--- src/rtl/wdt2.sv ---
module wdt2 #(
  parameter int VERSION = 1,
  parameter logic [10:0] IMPL_CODE = 11'h2A5
) (
  input  logic        clk,
  input  logic        rst_n,
  input  logic [63:0] sys_count,
  input  logic        bus_sel,
  input  logic        bus_wr,
  input  logic        bus_refresh_frame,
  input  logic [11:0] bus_addr,
  input  logic [31:0] bus_wdata,
  output logic [31:0] bus_rdata,
  output logic        stage1_irq,
  output logic        stage2_rst_req
);

  localparam logic        HAS_HI    = (VERSION != 0);
  localparam logic [3:0]  VER4      = 4'(VERSION);
  localparam logic [11:0] A_CTRL    = 12'h000;
  localparam logic [11:0] A_OFS_LO  = 12'h008;
  localparam logic [11:0] A_OFS_HI  = 12'h00C;
  localparam logic [11:0] A_CMP_LO  = 12'h010;
  localparam logic [11:0] A_CMP_HI  = 12'h014;
  localparam logic [11:0] A_IDENT   = 12'hFCC;

  logic        en, ws0, ws1;
  logic [47:0] ofs, ofs_nxt;
  logic [63:0] cmp;

  wire wr_any  = bus_sel & bus_wr;
  wire wr_ctl  = wr_any & ~bus_refresh_frame;
  wire wr_ref  = wr_any & bus_refresh_frame & (bus_addr == A_CTRL);
  wire wr_cs   = wr_ctl & (bus_addr == A_CTRL);
  wire wr_olo  = wr_ctl & (bus_addr == A_OFS_LO);
  wire wr_ohi  = wr_ctl & (bus_addr == A_OFS_HI) & HAS_HI;
  wire refresh = wr_ref | wr_cs | wr_olo | wr_ohi;
  wire expiry  = en & ~ws1 & (sys_count >= cmp);

  always_comb begin
    ofs_nxt = ofs;
    if (wr_olo) ofs_nxt[31:0]  = bus_wdata;
    if (wr_ohi) ofs_nxt[47:32] = bus_wdata[15:0];
  end

  always_ff @(posedge clk or negedge rst_n) begin
    if (!rst_n) begin
      en  <= 1'b0;
      ws0 <= 1'b0;
      ws1 <= 1'b0;
      ofs <= '0;
      cmp <= '0;
    end else begin
      ofs <= ofs_nxt;
      if (wr_cs) en <= bus_wdata[0];
      if (refresh) begin
        ws0 <= 1'b0;
        cmp <= sys_count + {16'h0, ofs_nxt};
      end else if (expiry) begin
        if (!ws0) begin
          ws0 <= 1'b1;
          cmp <= sys_count + {16'h0, ofs};
        end else begin
          ws1 <= 1'b1;
        end
      end
    end
  end

  logic [31:0] rd_val;
  always_comb begin
    rd_val = '0;
    if (!bus_refresh_frame) begin
      case (bus_addr)
        A_CTRL:   rd_val = {29'h0, ws1, ws0, en};
        A_OFS_LO: rd_val = ofs[31:0];
        A_OFS_HI: rd_val = {16'h0, ofs[47:32]};
        A_CMP_LO: rd_val = cmp[31:0];
        A_CMP_HI: rd_val = cmp[63:32];
        A_IDENT:  rd_val = {12'h0, VER4, 5'h0, IMPL_CODE};
        default:  rd_val = '0;
      endcase
    end
  end

  assign bus_rdata      = (bus_sel & ~bus_wr) ? rd_val : 32'h0;
  assign stage1_irq     = ws0;
  assign stage2_rst_req = ws1;

  p_refresh_wins_r8: assert property (@(posedge clk) disable iff (!rst_n)
    refresh |=> !stage1_irq);

  p_first_stage_r6: assert property (@(posedge clk) disable iff (!rst_n)
    (en && !ws0 && !ws1 && !refresh && sys_count >= cmp) |=> stage1_irq);

  p_stage_order_r7: assert property (@(posedge clk) disable iff (!rst_n)
    $rose(stage2_rst_req) |-> $past(stage1_irq));

  p_stage2_sticky_r7: assert property (@(posedge clk) disable iff (!rst_n)
    stage2_rst_req |=> stage2_rst_req);

  p_quiet_when_off_r9: assert property (@(posedge clk) disable iff (!rst_n)
    ($rose(stage1_irq) || $rose(stage2_rst_req)) |-> $past(en));

endmodule

--- config.mk ---
export PLATFORM = sky130hd
export DESIGN_NAME = wdt2
export DESIGN_NICKNAME = d
export VERILOG_FILES = /design/src/rtl/wdt2.sv
export SDC_FILE = /design/constraint.sdc
export NUM_CORES = 1
export LEC_CHECK = 0
export BUFFER_PORTS_ARGS = -buffer_cell sky130_fd_sc_hd__buf_4
export CORE_MARGIN = 2
export CORE_UTILIZATION = 55
export CTS_CLUSTER_SIZE = 10
export DETAILED_ROUTE_END_ITERATION = 6
export PLACE_DENSITY = 0.8
export SLEW_MARGIN = 20
export SYNTH_ARGS = -nofsm -noshare
export SYNTH_HDL_FRONTEND = slang
export SYNTH_SLANG_ARGS = --single-unit
--- constraint.sdc ---
create_clock -name clk -period 6.75 [get_ports clk]
set_input_delay 0.3375 -clock clk [delete_from_list [all_inputs] [get_ports clk]]
set_output_delay 0.3375 -clock clk [all_outputs]
set_load 0.02 [all_outputs]
* Yosys cells after proc, flatten, opt, wreduce, memory -nomap -nowiden
Cells that the tools add are included.
** Storage, ports and cells
- Memories kept :: 0
- Input bits :: 113
- Memory bits (writable) :: 0
- Output and inout port bits :: 34
- Register bits after elaboration :: 115
- ROM bits :: 0
- Latch bits :: 0
- Word-level logic and storage cells :: 45
** Cells by class
- $add $sub $neg :: 2
- Div/mod/pow operators :: 0
- Mux-type cells :: 10
- $mul :: 0
- Shift-type cells :: 0
- Magnitude comparators :: 1
- Eq/ne operators :: 6
- Bitwise gates (word level) :: 17
- Reduce and logical (&&, ||, !) cells :: 4
** Operator list (number)
- $mux 64 :: 3
- $pmux 32 s6 :: 1
- $add 64x48->64 :: 2
- $mux 32 :: 3
- $ge 64x64->1 :: 1
- $eq 12x4->1 const B :: 2
- $eq 12x5->1 const B :: 2
- $mux 16 :: 1
- $eq 12x12->1 const B :: 1
- $logic_not 12->1 :: 1
- $and 1x1->1 :: 10
- $not 1->1 :: 4
- $or 1x1->1 :: 3
- $reduce_and 3->1 :: 1
- $mux 1 :: 2
- $ne 2x1->1 const B :: 1
- $reduce_and 2->1 :: 1
- $reduce_bool 2->1 :: 1

* Depth between registers and ports, before layout
Gate-level depths: netlist of the first run.
- Depth after elaboration :: 8
- Mapped depth :: 18
- Depth with buffers taken out :: 15

* Worst setup path after synthesis of the first run
No wires, ideal clock.
- Path kind :: input-to-reg
- Start :: in bus_addr[5]
- End :: reg cmp[48]
- Required time :: 6.656 ns
- Setup slack :: 1.961 ns
- Setup time :: 0.094 ns
- Data arrival time :: 4.695 ns
- Path buffers :: 2
- Stages :: 17
- Cell sequence :: nor4_1 -> nand4_1 -> nor4_2 -> clkbuf_1 -> mux2_2 -> ha_1 -> fa_1 -> a21oi_1 -> o211ai_1 -> and3_1 -> a22o_2 -> nor3_2 -> o21ai_4 -> a2111oi_4 -> buf_6 -> nor4_1 -> a211oi_1
** On the way
- Word-level cells in the longest chain between the ends :: 7
- Elaborated cells between the ends (all ways) :: 17
- Classes of those cells :: add/sub (1); eq/ne (3); mux (3); bitwise (7); reduce/logical (3)
** Ends and longest elaborated chain
- from (decl) :: RTL line 11 : input logic [11:0] bus_addr,
- branches (longest 7 deep; another with $add 64x48->64)
- to (signal assigned) :: RTL line 58 : cmp <= sys_count + {16'h0, ofs_nxt};
- to (signal assigned) :: RTL line 62 : cmp <= sys_count + {16'h0, ofs};
- to (decl) :: RTL line 29 : logic [63:0] cmp;
Several ways; the timed one is not identified.
A chain may end at the register's enable or synchronous reset.

* Worst setup path after layout of the first run
Ends and elaborated chain as after synthesis.

==> results.json, run 1 <==
{
  "status": "finished, final reports clean",
  "cpLargestDelayFamily": "compound AO/OA/AOI/OAI gates",
  "cts_sinks": 115,
  "swShare_pct": 25.49,
  "vias": 9841,
  "hp-class": "input pin to asynchronous set/reset pin",
  "drtAntennaViolNets": 0,
  "cts_root_buf": "clkbuf_16",
  "grt_pass1_wl_mm": 49.17,
  "async_flop_share_pct": 100.0,
  "cp_num_buf_inv": 3,
  "cts-resized-gates": 0,
  "drc": 0,
  "stdcell_count": 1591,
  "num_rows": 50,
  "synth_edf_count": 0,
  "hold_slack_ps": 55.14,
  "worstSkewPairLatency_ps": 430,
  "period_minus_slack_ps": 4994,
  "wl_per_cell_um": 19.77,
  "seq_area_frac_synth_pct": 27.70,
  "cts_htree_levels": 4,
  "worst-endpoint-required_ps": 7060,
  "cts_max_path_buffers": 2,
  "drt-pass1-iter-count": 5,
  "numCtsBuffers": 17,
  "grt_pass1_vias": 9422,
  "clkTransAtPathRegs_ps": 50,
  "min_period_over_period_pct": 73.99,
  "gp_congestion": 0.9975,
  "port_buffers": 146,
  "ys_ff_latch": 115,
  "internal_power_mw": 1.436,
  "syn-cell-area_um2": 10390,
  "grt-ovfl-total": 0,
  "worstSetupPathType": "input pin to flip-flop",
  "layout_common_cells": "buf_4, nor2_1, a21oi_1, dfrtp_1, ha_1",
  "fin_nets": 1570,
  "area.growth.synth_to_final_pct": 18.15,
  "clkPwrFrac_pct": 49.8,
  "crit_chain": "buf_4 -> nor4_1 -> nand4_1 -> buf_4 -> nor4_4 -> buf_12 -> mux2_2 -> ha_1 -> fa_1 -> a21oi_1 -> o211ai_1 -> and3_1 -> a22o_2 -> nor3_2 -> o21ai_4 -> a2111oi_4 -> nor4_1 -> a211oi_1",
  "drt_iter0_markers": 751,
  "reg2reg_slack_ps": 2880,
  "core_um2": 18640,
  "relSlewSlack_pct": 33.35,
  "yosys.area.top_type_share_pct": 27.70,
  "grt_max_degree": 105,
  "pwr-share-comb_pct": 13.3,
  "synth_ff_type": "dfrtp_1",
  "rsz0062_at_grt": "false",
  "seq_power_share_pct": 37.0,
  "drive_above_1_share_pct": 22.33,
  "arrival_ps": 5300,
  "dp.cells": 1559,
  "grt_usage_pct": 31.54,
  "cp_slowest_cell": "a2111oi_4",
  "drv_cap": 0,
  "antenna_cells": 0,
  "io_pins": 147,
  "hpwl_mm": 24.45,
  "cp-end-kind": "flip-flop",
  "cts_setup_buffers": 0,
  "power_switching_uw": 491.3,
  "max_clock_freq_ghz": 0.2002,
  "critPathLaunchType": "input pin",
  "fp.dieH_um": 141.4,
  "antenna_found_initial": 0,
  "cp.depth": 18,
  "ys_types": 66,
  "worstReg2RegEnd": "cmp[48]$_DFFE_PN0P_",
  "synth_area_leaders": "dfrtp_1, ha_1, mux2_2, a21oi_1, nor2_1",
  "syn_inst": 1223,
  "p_leak_nw": 5.778,
  "yosys.area.top_type": "dfrtp_1",
  "finClkSkew_ps": 13.28,
  "nFillCells": 1550,
  "die_w_um": 141.4,
  "setup_viol_count_final": 0,
  "critPathMaxStageDelay_ps": 750,
  "reg2regPathDepth": 12,
  "cts_hold_buffers": 0,
  "maxSlewViolCount": 0,
  "start_util_pct": 55.73,
  "syn-num-nets": 1449,
  "setup-tns-final_ps": 0,
  "peakVddDrop_v": 0.0001606,
  "worst_pin_slew_ps": 999.8,
  "tritoncts": "yes",
  "p_per_area_nw_per_um2": 157.0,
  "crit_path_max_fanout": 64,
  "wl_mm": 31.46,
  "viasPerCell": 6.185,
  "synth_area_per_cell_um2": 8.495,
  "ys_warn_count": 0,
  "hold_viol": 0,
  "postPlaceCellArea_um2": 11660,
  "die-area_um2": 20010,
  "final_util_pct": 65.85,
  "final_common_cell": "buf_4",
  "final_cell_area_um2": 12280
}
## kinds of logic after synthesis
| kind of cell | synth area share (%) |
|---|---|
| AO/OA/AOI/OAI | 21.12 |
| XOR/XNOR | 4.131 |
| adder cells (fa/ha/maj) | 13.68 |
| buffers and inverters | 5.022 |
| flip-flops | 27.70 |
| multiplexers | 13.07 |
| AND/OR/NAND/NOR | 15.28 |
## power groups by stage
stage | logic (mW) | registers (mW) | clock network (mW)
final | 0.255 | 0.712 | 0.960
after global routing | 0.284 | 0.713 | 0.990
after detailed placement | 0.251 | 0.724 | 0
after CTS | 0.254 | 0.712 | 0.961
after global placement | 0.246 | 0.723 | 0
after floorplan | 0.129 | 0.719 | 0
## metal layers
layer  vias to the layer above  global-route usage, %  part of all wire, %
met5                         -                      0                    0
met4                         0                  10.74                  2.8
met3                        58                  5.805                  7.5
met2                       414                  50.43                   46
met1                      4676                  43.22                   44
li1                       4693                      -                    -
## Yosys cell counts, types with 6 or more instances
cell,count
buf_1,9
ha_1,112
inv_1,82
mux2i_1,22
o21bai_1,11
dfrtp_1,115
o21a_1,10
o21ai_0,73
a21oi_1,121
or2_2,6
mux2_2,101
xnor2_1,32
a221oi_1,10
a211oi_1,15
nor4_1,6
o22a_1,11
clkbuf_1,40
and3_1,10
nand3_1,17
a31oi_1,10
a22oi_1,17
o31ai_1,12
xor2_1,17
nor3_1,12
or4_1,9
o211ai_1,9
a21o_1,14
nand2b_1,6
nand4_1,22
nand2_1,105
nor2_1,122
## metrics by stage
step                      setup slack [ps]  power (mW)
final                                 1756       1.927
after detailed placement              1471      0.9750
after CTS                             1813       1.926
after global placement                1557      0.9691
after global routing                  1425       1.987
after floorplan                       1961      0.8478
## cell type report
class	instances	area (um^2)	area share, %
multi-input cells	972	7007	57.08
flip-flops and latches	115	2878	23.44
repair buffers	155	1176	9.581
clock buffers	22	454.2	3.700
inverters	83	311.5	2.538
well taps	234	292.8	2.385
clock inverters	10	156.4	1.274
## worst max path at each step
stage | from | endpoint | slack [ps]
6_report | bus_addr[5] | cmp[48]$_DFFE_PN0P_ | 1760
5_1_grt | bus_addr[5] | cmp[48]$_DFFE_PN0P_ | 1420
4_1_cts | bus_addr[5] | cmp[48]$_DFFE_PN0P_ | 1810
3_5_place_dp | bus_addr[5] | cmp[58]$_DFFE_PN0P_ | 1470
3_3_place_gp | bus_addr[5] | cmp[58]$_DFFE_PN0P_ | 1560
2_1_floorplan | bus_addr[5] | cmp[48]$_DFFE_PN0P_ | 1960
Power figures use the tool's default switching activity.
==> run 2, diff against run 1 <==
ABC_AREA = 1   (was not set)
PLACE_DENSITY = 0.79   (was 0.8)
clock period = 4.9 ns   (was 6.75 ns; I/O delays follow)
==> run 2 against run 1 <==
Against the previous run: die area grew 14%; synthesized area up 14%; register-to-register slack lost 1300 ps; hold slack lost 17 ps; total power increased by 45%; routed wire length is 56% higher; first-iteration DRC count up 78%; sequential cell count unchanged; sequential power is 34% higher; combinational power is 100% higher; utilization decreased by 1.1 points; final area is 11% higher.
==> results.json, run 2 <==
{
  "worst_pin_slew_ps": 1098,
  "wl_mm": 49.22,
  "grt-ovfl-total": 0,
  "r2r_start": "cmp[62]$_DFFE_PN0P_",
  "rsz0062_at_grt": "false",
  "critPathMaxStageDelay_ps": 380,
  "drv_cap": 0,
  "fp.dieH_um": 150.7,
  "yosys.area.top_type": "dfrtp_1",
  "yosys.area.top_type_share_pct": 24.31,
  "hpwl_mm": 39.36,
  "io_pins": 147,
  "crit_top_cell": "nand2_1",
  "grt_pass1_wl_mm": 73.44,
  "drt_iter0_markers": 1339,
  "synth.most_common_cell": "nand2_1",
  "cts_max_path_buffers": 2,
  "ys_warn_count": 0,
  "num_rows": 53,
  "synth_area_per_cell_um2": 6.185,
  "syn-cell-area_um2": 11840,
  "p_per_area_nw_per_um2": 205.1,
  "start_util_pct": 56.14,
  "worst-endpoint-required_ps": 5210,
  "cts_sinks": 115,
  "area.growth.synth_to_final_pct": 15.40,
  "status": "finished, final reports clean",
  "grt_max_degree": 68,
  "min_period_over_period_pct": 81.25,
  "grt_usage_pct": 43.25,
  "synth_common_cells": "nand2_1, inv_1, nor2_1",
  "final_common_cell": "nand2_1",
  "core_um2": 21090,
  "arrival_ps": 4290,
  "max_clock_freq_ghz": 0.2512,
  "seq_area_frac_synth_pct": 24.31,
  "peakVddDrop_v": 0.0001939,
  "crit_chain": "buf_4 -> nor2_1 -> nand2_1 -> nor2_2 -> nand2_1 -> nor2_1 -> inv_1 -> nor2_1 -> inv_1 -> buf_4 -> a21oi_1 -> ha_1 -> a21oi_1 -> o21a_1 -> o21ai_0 -> a21oi_1 -> nor2_1 -> nor2_1 -> nand2_1 -> nand2_1 -> nand2_1 -> nand2_1 -> nand2_1",
  "die-area_um2": 22720,
  "wl_per_cell_um": 21.09,
  "numCtsBuffers": 17,
  "drtAntennaViolNets": 0,
  "critPathLaunchType": "input pin",
  "fin_nets": 2273,
  "drc": 0,
  "cts_htree_levels": 4,
  "cp_slowest_cell": "ha_1",
  "hp-start": "bus_wdata[21]",
  "cts_root_buf": "clkbuf_16",
  "gp_congestion": 1.158,
  "tritoncts": "yes",
  "clkTransAtPathRegs_ps": 60,
  "cts_setup_buffers": 0,
  "ys_types": 44,
  "relSlewSlack_pct": 26.61,
  "synth_ff_type": "dfrtp_1",
  "port_buffers": 146,
  "cpLargestDelayFamily": "compound AO/OA/AOI/OAI gates",
  "syn-num-nets": 2140,
  "drive_above_1_share_pct": 10.49,
  "setup.worst_path.start": "bus_addr[7]",
  "worstSetupPathType": "input pin to flip-flop",
  "hp-class": "input pin to flip-flop",
  "setup-tns-final_ps": 0,
  "layout_common_cells": "nand2_1, inv_1, nor2_1, buf_4, a21oi_1",
  "maxSlewViolCount": 0,
  "worstSkewPairLatency_ps": 430,
  "cp_num_buf_inv": 4,
  "crit_path_max_fanout": 34,
  "viasPerCell": 5.949,
  "cp-end-kind": "flip-flop",
  "setup_viol_count_final": 0,
  "finClkSkew_ps": 12.16,
  "final_util_pct": 64.79,
  "synth_area_leaders": "dfrtp_1, nand2_1, ha_1, inv_1, nor2_1",
  "syn_inst": 1914,
  "die_w_um": 150.7,
  "period_minus_slack_ps": 3981,
  "hold_viol": 0,
  "async_flop_share_pct": 100.0,
  "p_leak_nw": 7.067,
  "synth_edf_count": 0,
  "antenna_cells": 0,
  "ys_ff_latch": 115,
  "grt_pass1_vias": 13320,
  "drt-pass1-iter-count": 6,
  "vias": 13890,
  "antenna_found_initial": 0
}
==> run 2: cells by family (layout without fill, tap and decap cells) <==
logic type | count (synthesis) | count (layout) | share of synthesized area [%]
xor+xnor | 39 | 39 | 2.885
buf+inv | 333 | 478 | 11.84
flops | 115 | 115 | 24.31
simple gates | 997 | 997 | 34.38
compound gates | 317 | 317 | 14.58
fa+ha+maj | 113 | 113 | 12.01
==> run 2: power by group <==
group | switching [mW] | internal [mW]
Sequential | 0.00209 | 0.953
Combinational | 0.334 | 0.185
Clock | 0.532 | 0.797
==> run 2: worst paths after layout <==
kind                                             to  slack, ps  depth (start not counted)
worst max-delay path            cmp[54]$_DFFE_PN0P_        920                         23
worst min-delay path                      flip-flop         40                          3
worst max register to register  cmp[26]$_DFFE_PN0P_       1610                         15
worst min register to register  cmp[50]$_DFFE_PN0P_        510                          2
max in group asynchronous       cmp[63]$_DFFE_PN0P_       3110                          3
min in group asynchronous         ofs[33]$_DFF_PN0_        490                          2
==> run 2: what timing repair did <==
item	in CTS	in global routing
gates resized for setup	0	0
hold buffers	1	0
hold endpoints to repair	21	0
==> run 2: per-layer routing <==
layer / up-vias / GRT usage (%) / share of wire [%]
met5: - / 0 / 0
met4: 0 / 18.08 / 4.3
met3: 132 / 10.97 / 12
met2: 883 / 69.89 / 45
met1: 6447 / 55.02 / 38
li1: 6424 / - / -
==> run 2: worst register-to-register path: cells and delay by family, from the launching register on <==
family,cells,cell delay (ps)
buffers and inverters,2,370
flip-flops,1,500
adder cells (fa/ha/maj),1,280
AND/OR/NAND/NOR,12,2070
==> run 2: stage by stage <==
stage	hold slack (ps)	worst slack [ps]	instance area (um^2)	std cells	total power [mW]
2_1_floorplan	-50.59	1716	11840	1914	1.236
3_3_place_gp	421.8	782.5	13060	2302	1.463
3_5_place_dp	424.0	696.5	13060	2302	1.469
4_1_cts	39.48	1094	13660	2334	2.773
5_1_grt	49.71	609.8	13660	2334	2.874
6_report	38.19	918.9	13660	2334	2.802
==> run 2: area by class of cell <==
cell class              count  area, um^2
multi-input cells        1466        7560
fillers                  1994        7426
flip-flops and latches    115        2878
repair buffers            159        1209
inverters                 288        1081
clock buffers              18       429.2
well taps                 275       344.1
clock inverters            13       161.4
==> run 3, diff against run 2 <==
clock period = 4.14 ns   (was 4.9 ns; I/O delays follow)
==> run 3 against run 2 <==
Against the previous run: sequential power increased by 18%; routed wire length down 2.7%; clock skew increased by 4.7 ps; cell count rose by 0.43%; hold slack worse by 37 ps; total power rose by 16%; sequential cell count did not move; sequential share of layout area decreased by 0.12 points; clock power rose by 13%; clock-buffer cell count unchanged; final area grew 0.60%; utilization increased by 0.39 points; largest power group unchanged.
==> results.json, run 3 (same netlist as run 2, synthesis figures left out) <==
{
  "worstReg2RegEnd": "cmp[14]$_DFFE_PN0P_",
  "p_total_mw": 3.240,
  "cts_root_buf": "clkbuf_16",
  "setup_viol_count_final": 0,
  "dp.cells": 2304,
  "setup.worst_path.start": "bus_addr[7]",
  "antenna_found_initial": 1,
  "numCtsBuffers": 17,
  "peakVddDrop_v": 0.0002332,
  "crit_path_max_fanout": 20,
  "drtAntennaViolNets": 0,
  "finClkSkew_ps": 16.85,
  "cts_sinks": 115,
  "core_um2": 21090,
  "cts_htree_levels": 4,
  "p_per_area_nw_per_um2": 235.8,
  "arrival_ps": 4070,
  "num_rows": 53,
  "rsz0062_at_grt": "false",
  "period_minus_slack_ps": 3744,
  "drc": 0,
  "die_w_um": 150.7,
  "crit_path_end": "cmp[59]$_DFFE_PN0P_",
  "drv_cap": 0,
  "grt-ovfl-total": 0,
  "maxSlewViolCount": 0,
  "clkTransAtPathRegs_ps": 70,
  "multi_input_area_um2": 7566,
  "wl_per_cell_um": 20.43,
  "critPathMaxStageDelay_ps": 450,
  "met3_length_mm": 5.124,
  "hold_slack_ps": 0.8575,
  "crit_top_cell": "nand2_1",
  "port_buffers": 146,
  "antenna_cells": 0,
  "setup-tns-final_ps": 0,
  "status": "finished, final reports clean",
  "worst_pin_slew_ps": 947.5,
  "grt_pass1_vias": 12980,
  "final_common_cell": "nand2_1",
  "critPathLaunchType": "input pin",
  "min_period_over_period_pct": 90.43,
  "tritoncts": "yes",
  "start_util_pct": 56.14,
  "worst-endpoint-required_ps": 4470,
  "fin_nets": 2282,
  "cp-end-kind": "flip-flop",
  "viasPerCell": 5.922,
  "grt_usage_pct": 41.96,
  "layout_common_cells": "nand2_1, inv_1, nor2_1, buf_4, a21oi_1",
  "gp_congestion": 1.068,
  "drive_above_1_share_pct": 10.68,
  "nFillCells": 2032,
  "vias": 13880,
  "fp.dieH_um": 150.7,
  "p_leak_nw": 7.106,
  "postPlaceCellArea_um2": 13090,
  "die-area_um2": 22720,
  "hp-class": "input pin to flip-flop",
  "relSlewSlack_pct": 36.83,
  "top_layer_used": "met5",
  "worstSetupPathType": "input pin to flip-flop",
  "stdcell_count": 2344,
  "r2r_start": "cmp[62]$_DFFE_PN0P_",
  "worstSkewPairLatency_ps": 440,
  "grt_max_degree": 65,
  "final_cell_area_um2": 13740,
  "cts_max_path_buffers": 2,
  "wl_met2_mm": 21.32,
  "drt_iter0_markers": 1649,
  "cp_slowest_cell": "nor4_2",
  "drt-pass1-iter-count": 6,
  "wl_mm": 47.90,
  "regArea_um2": 2878,
  "max_clock_freq_ghz": 0.2671,
  "m1WireLength_mm": 19.45,
  "hpwl_mm": 38.12,
  "reg2reg_slack_ps": 930,
  "crit_chain": "buf_4 -> nor2_1 -> nand2_1 -> nor2_2 -> nand2_1 -> nor2_1 -> inv_1 -> nor2_1 -> inv_1 -> buf_4 -> nor2_1 -> a21oi_1 -> ha_1 -> nand2_1 -> nor2_1 -> inv_1 -> nor2_1 -> inv_1 -> nor4_2 -> nand2_1 -> nand3_1 -> nand2_1 -> nand2_1 -> nand2_1",
  "reg2regPathDepth": 14,
  "area.growth.synth_to_final_pct": 16.09,
  "hold_viol": 0,
  "io_pins": 147,
  "grt_pass1_wl_mm": 71.32
}
==> run 3: timing repair <==
item	CTS	global route
buffers inserted	0	0
hold buffers	8	0
hold endpoints to repair	58	0
setup endpoints to repair	0	1
resized for setup	0	1
==> run 3: cell type report <==
cell class | instances | area share (%)
Multi-Input combinational cell | 1466 | 55.05
Sequential cell | 115 | 20.94
Timing Repair Buffer | 168 | 9.505
Inverter | 288 | 7.866
Clock buffer | 18 | 3.196
Tap cell | 275 | 2.504
Clock inverter | 14 | 0.9377
==> run 3: layer usage <==
metal  global-route usage (%)  up-vias
met5                        0        -
met1                    55.47     6416
met2                    67.41      873
li1                         -     6445
met3                    8.242      144
met4                    16.92        2
==> run 3: worst min-delay path by stage <==
stage | cells after the start | slack, ps | start | endpoint
after floorplan | 0 | -90 | rst_n | asynchronous set/reset pin
after global placement | 1 | 310 | rst_n | cmp[0]$_DFFE_PN0P_
final | 3 | 0.9 | bus_wdata[23] | flip-flop
after global routing | 3 | 10 | bus_wdata[31] | flip-flop
after detailed placement | 1 | 320 | rst_n | cmp[0]$_DFFE_PN0P_
after CTS | 3 | 3 | bus_wdata[23] | flip-flop
==> run 3: power breakdown <==
| part | switching, mW | internal, mW |
|---|---|---|
| clock network | 0.653 | 0.848 |
| logic | 0.385 | 0.224 |
| registers | 0.00250 | 1.13 |
| total | 1.04 | 2.20 |
==> run 3: metrics by stage <==
stage	worst slack, ps	util, %
6_report	396.3	65.17
5_1_grt	105.1	65.17
4_1_cts	363.4	65.14
2_1_floorplan	994.1	-
3_5_place_dp	-81.56	62.07
3_3_place_gp	-86.69	62.07
==> run 3: critical path: cells and delay by family <==
family,cells,cell delay (ps)
AND/OR/NAND/NOR,16,2310
AO/OA/AOI/OAI,1,100
adder cells (fa/ha/maj),1,390
buffers and inverters,6,1050
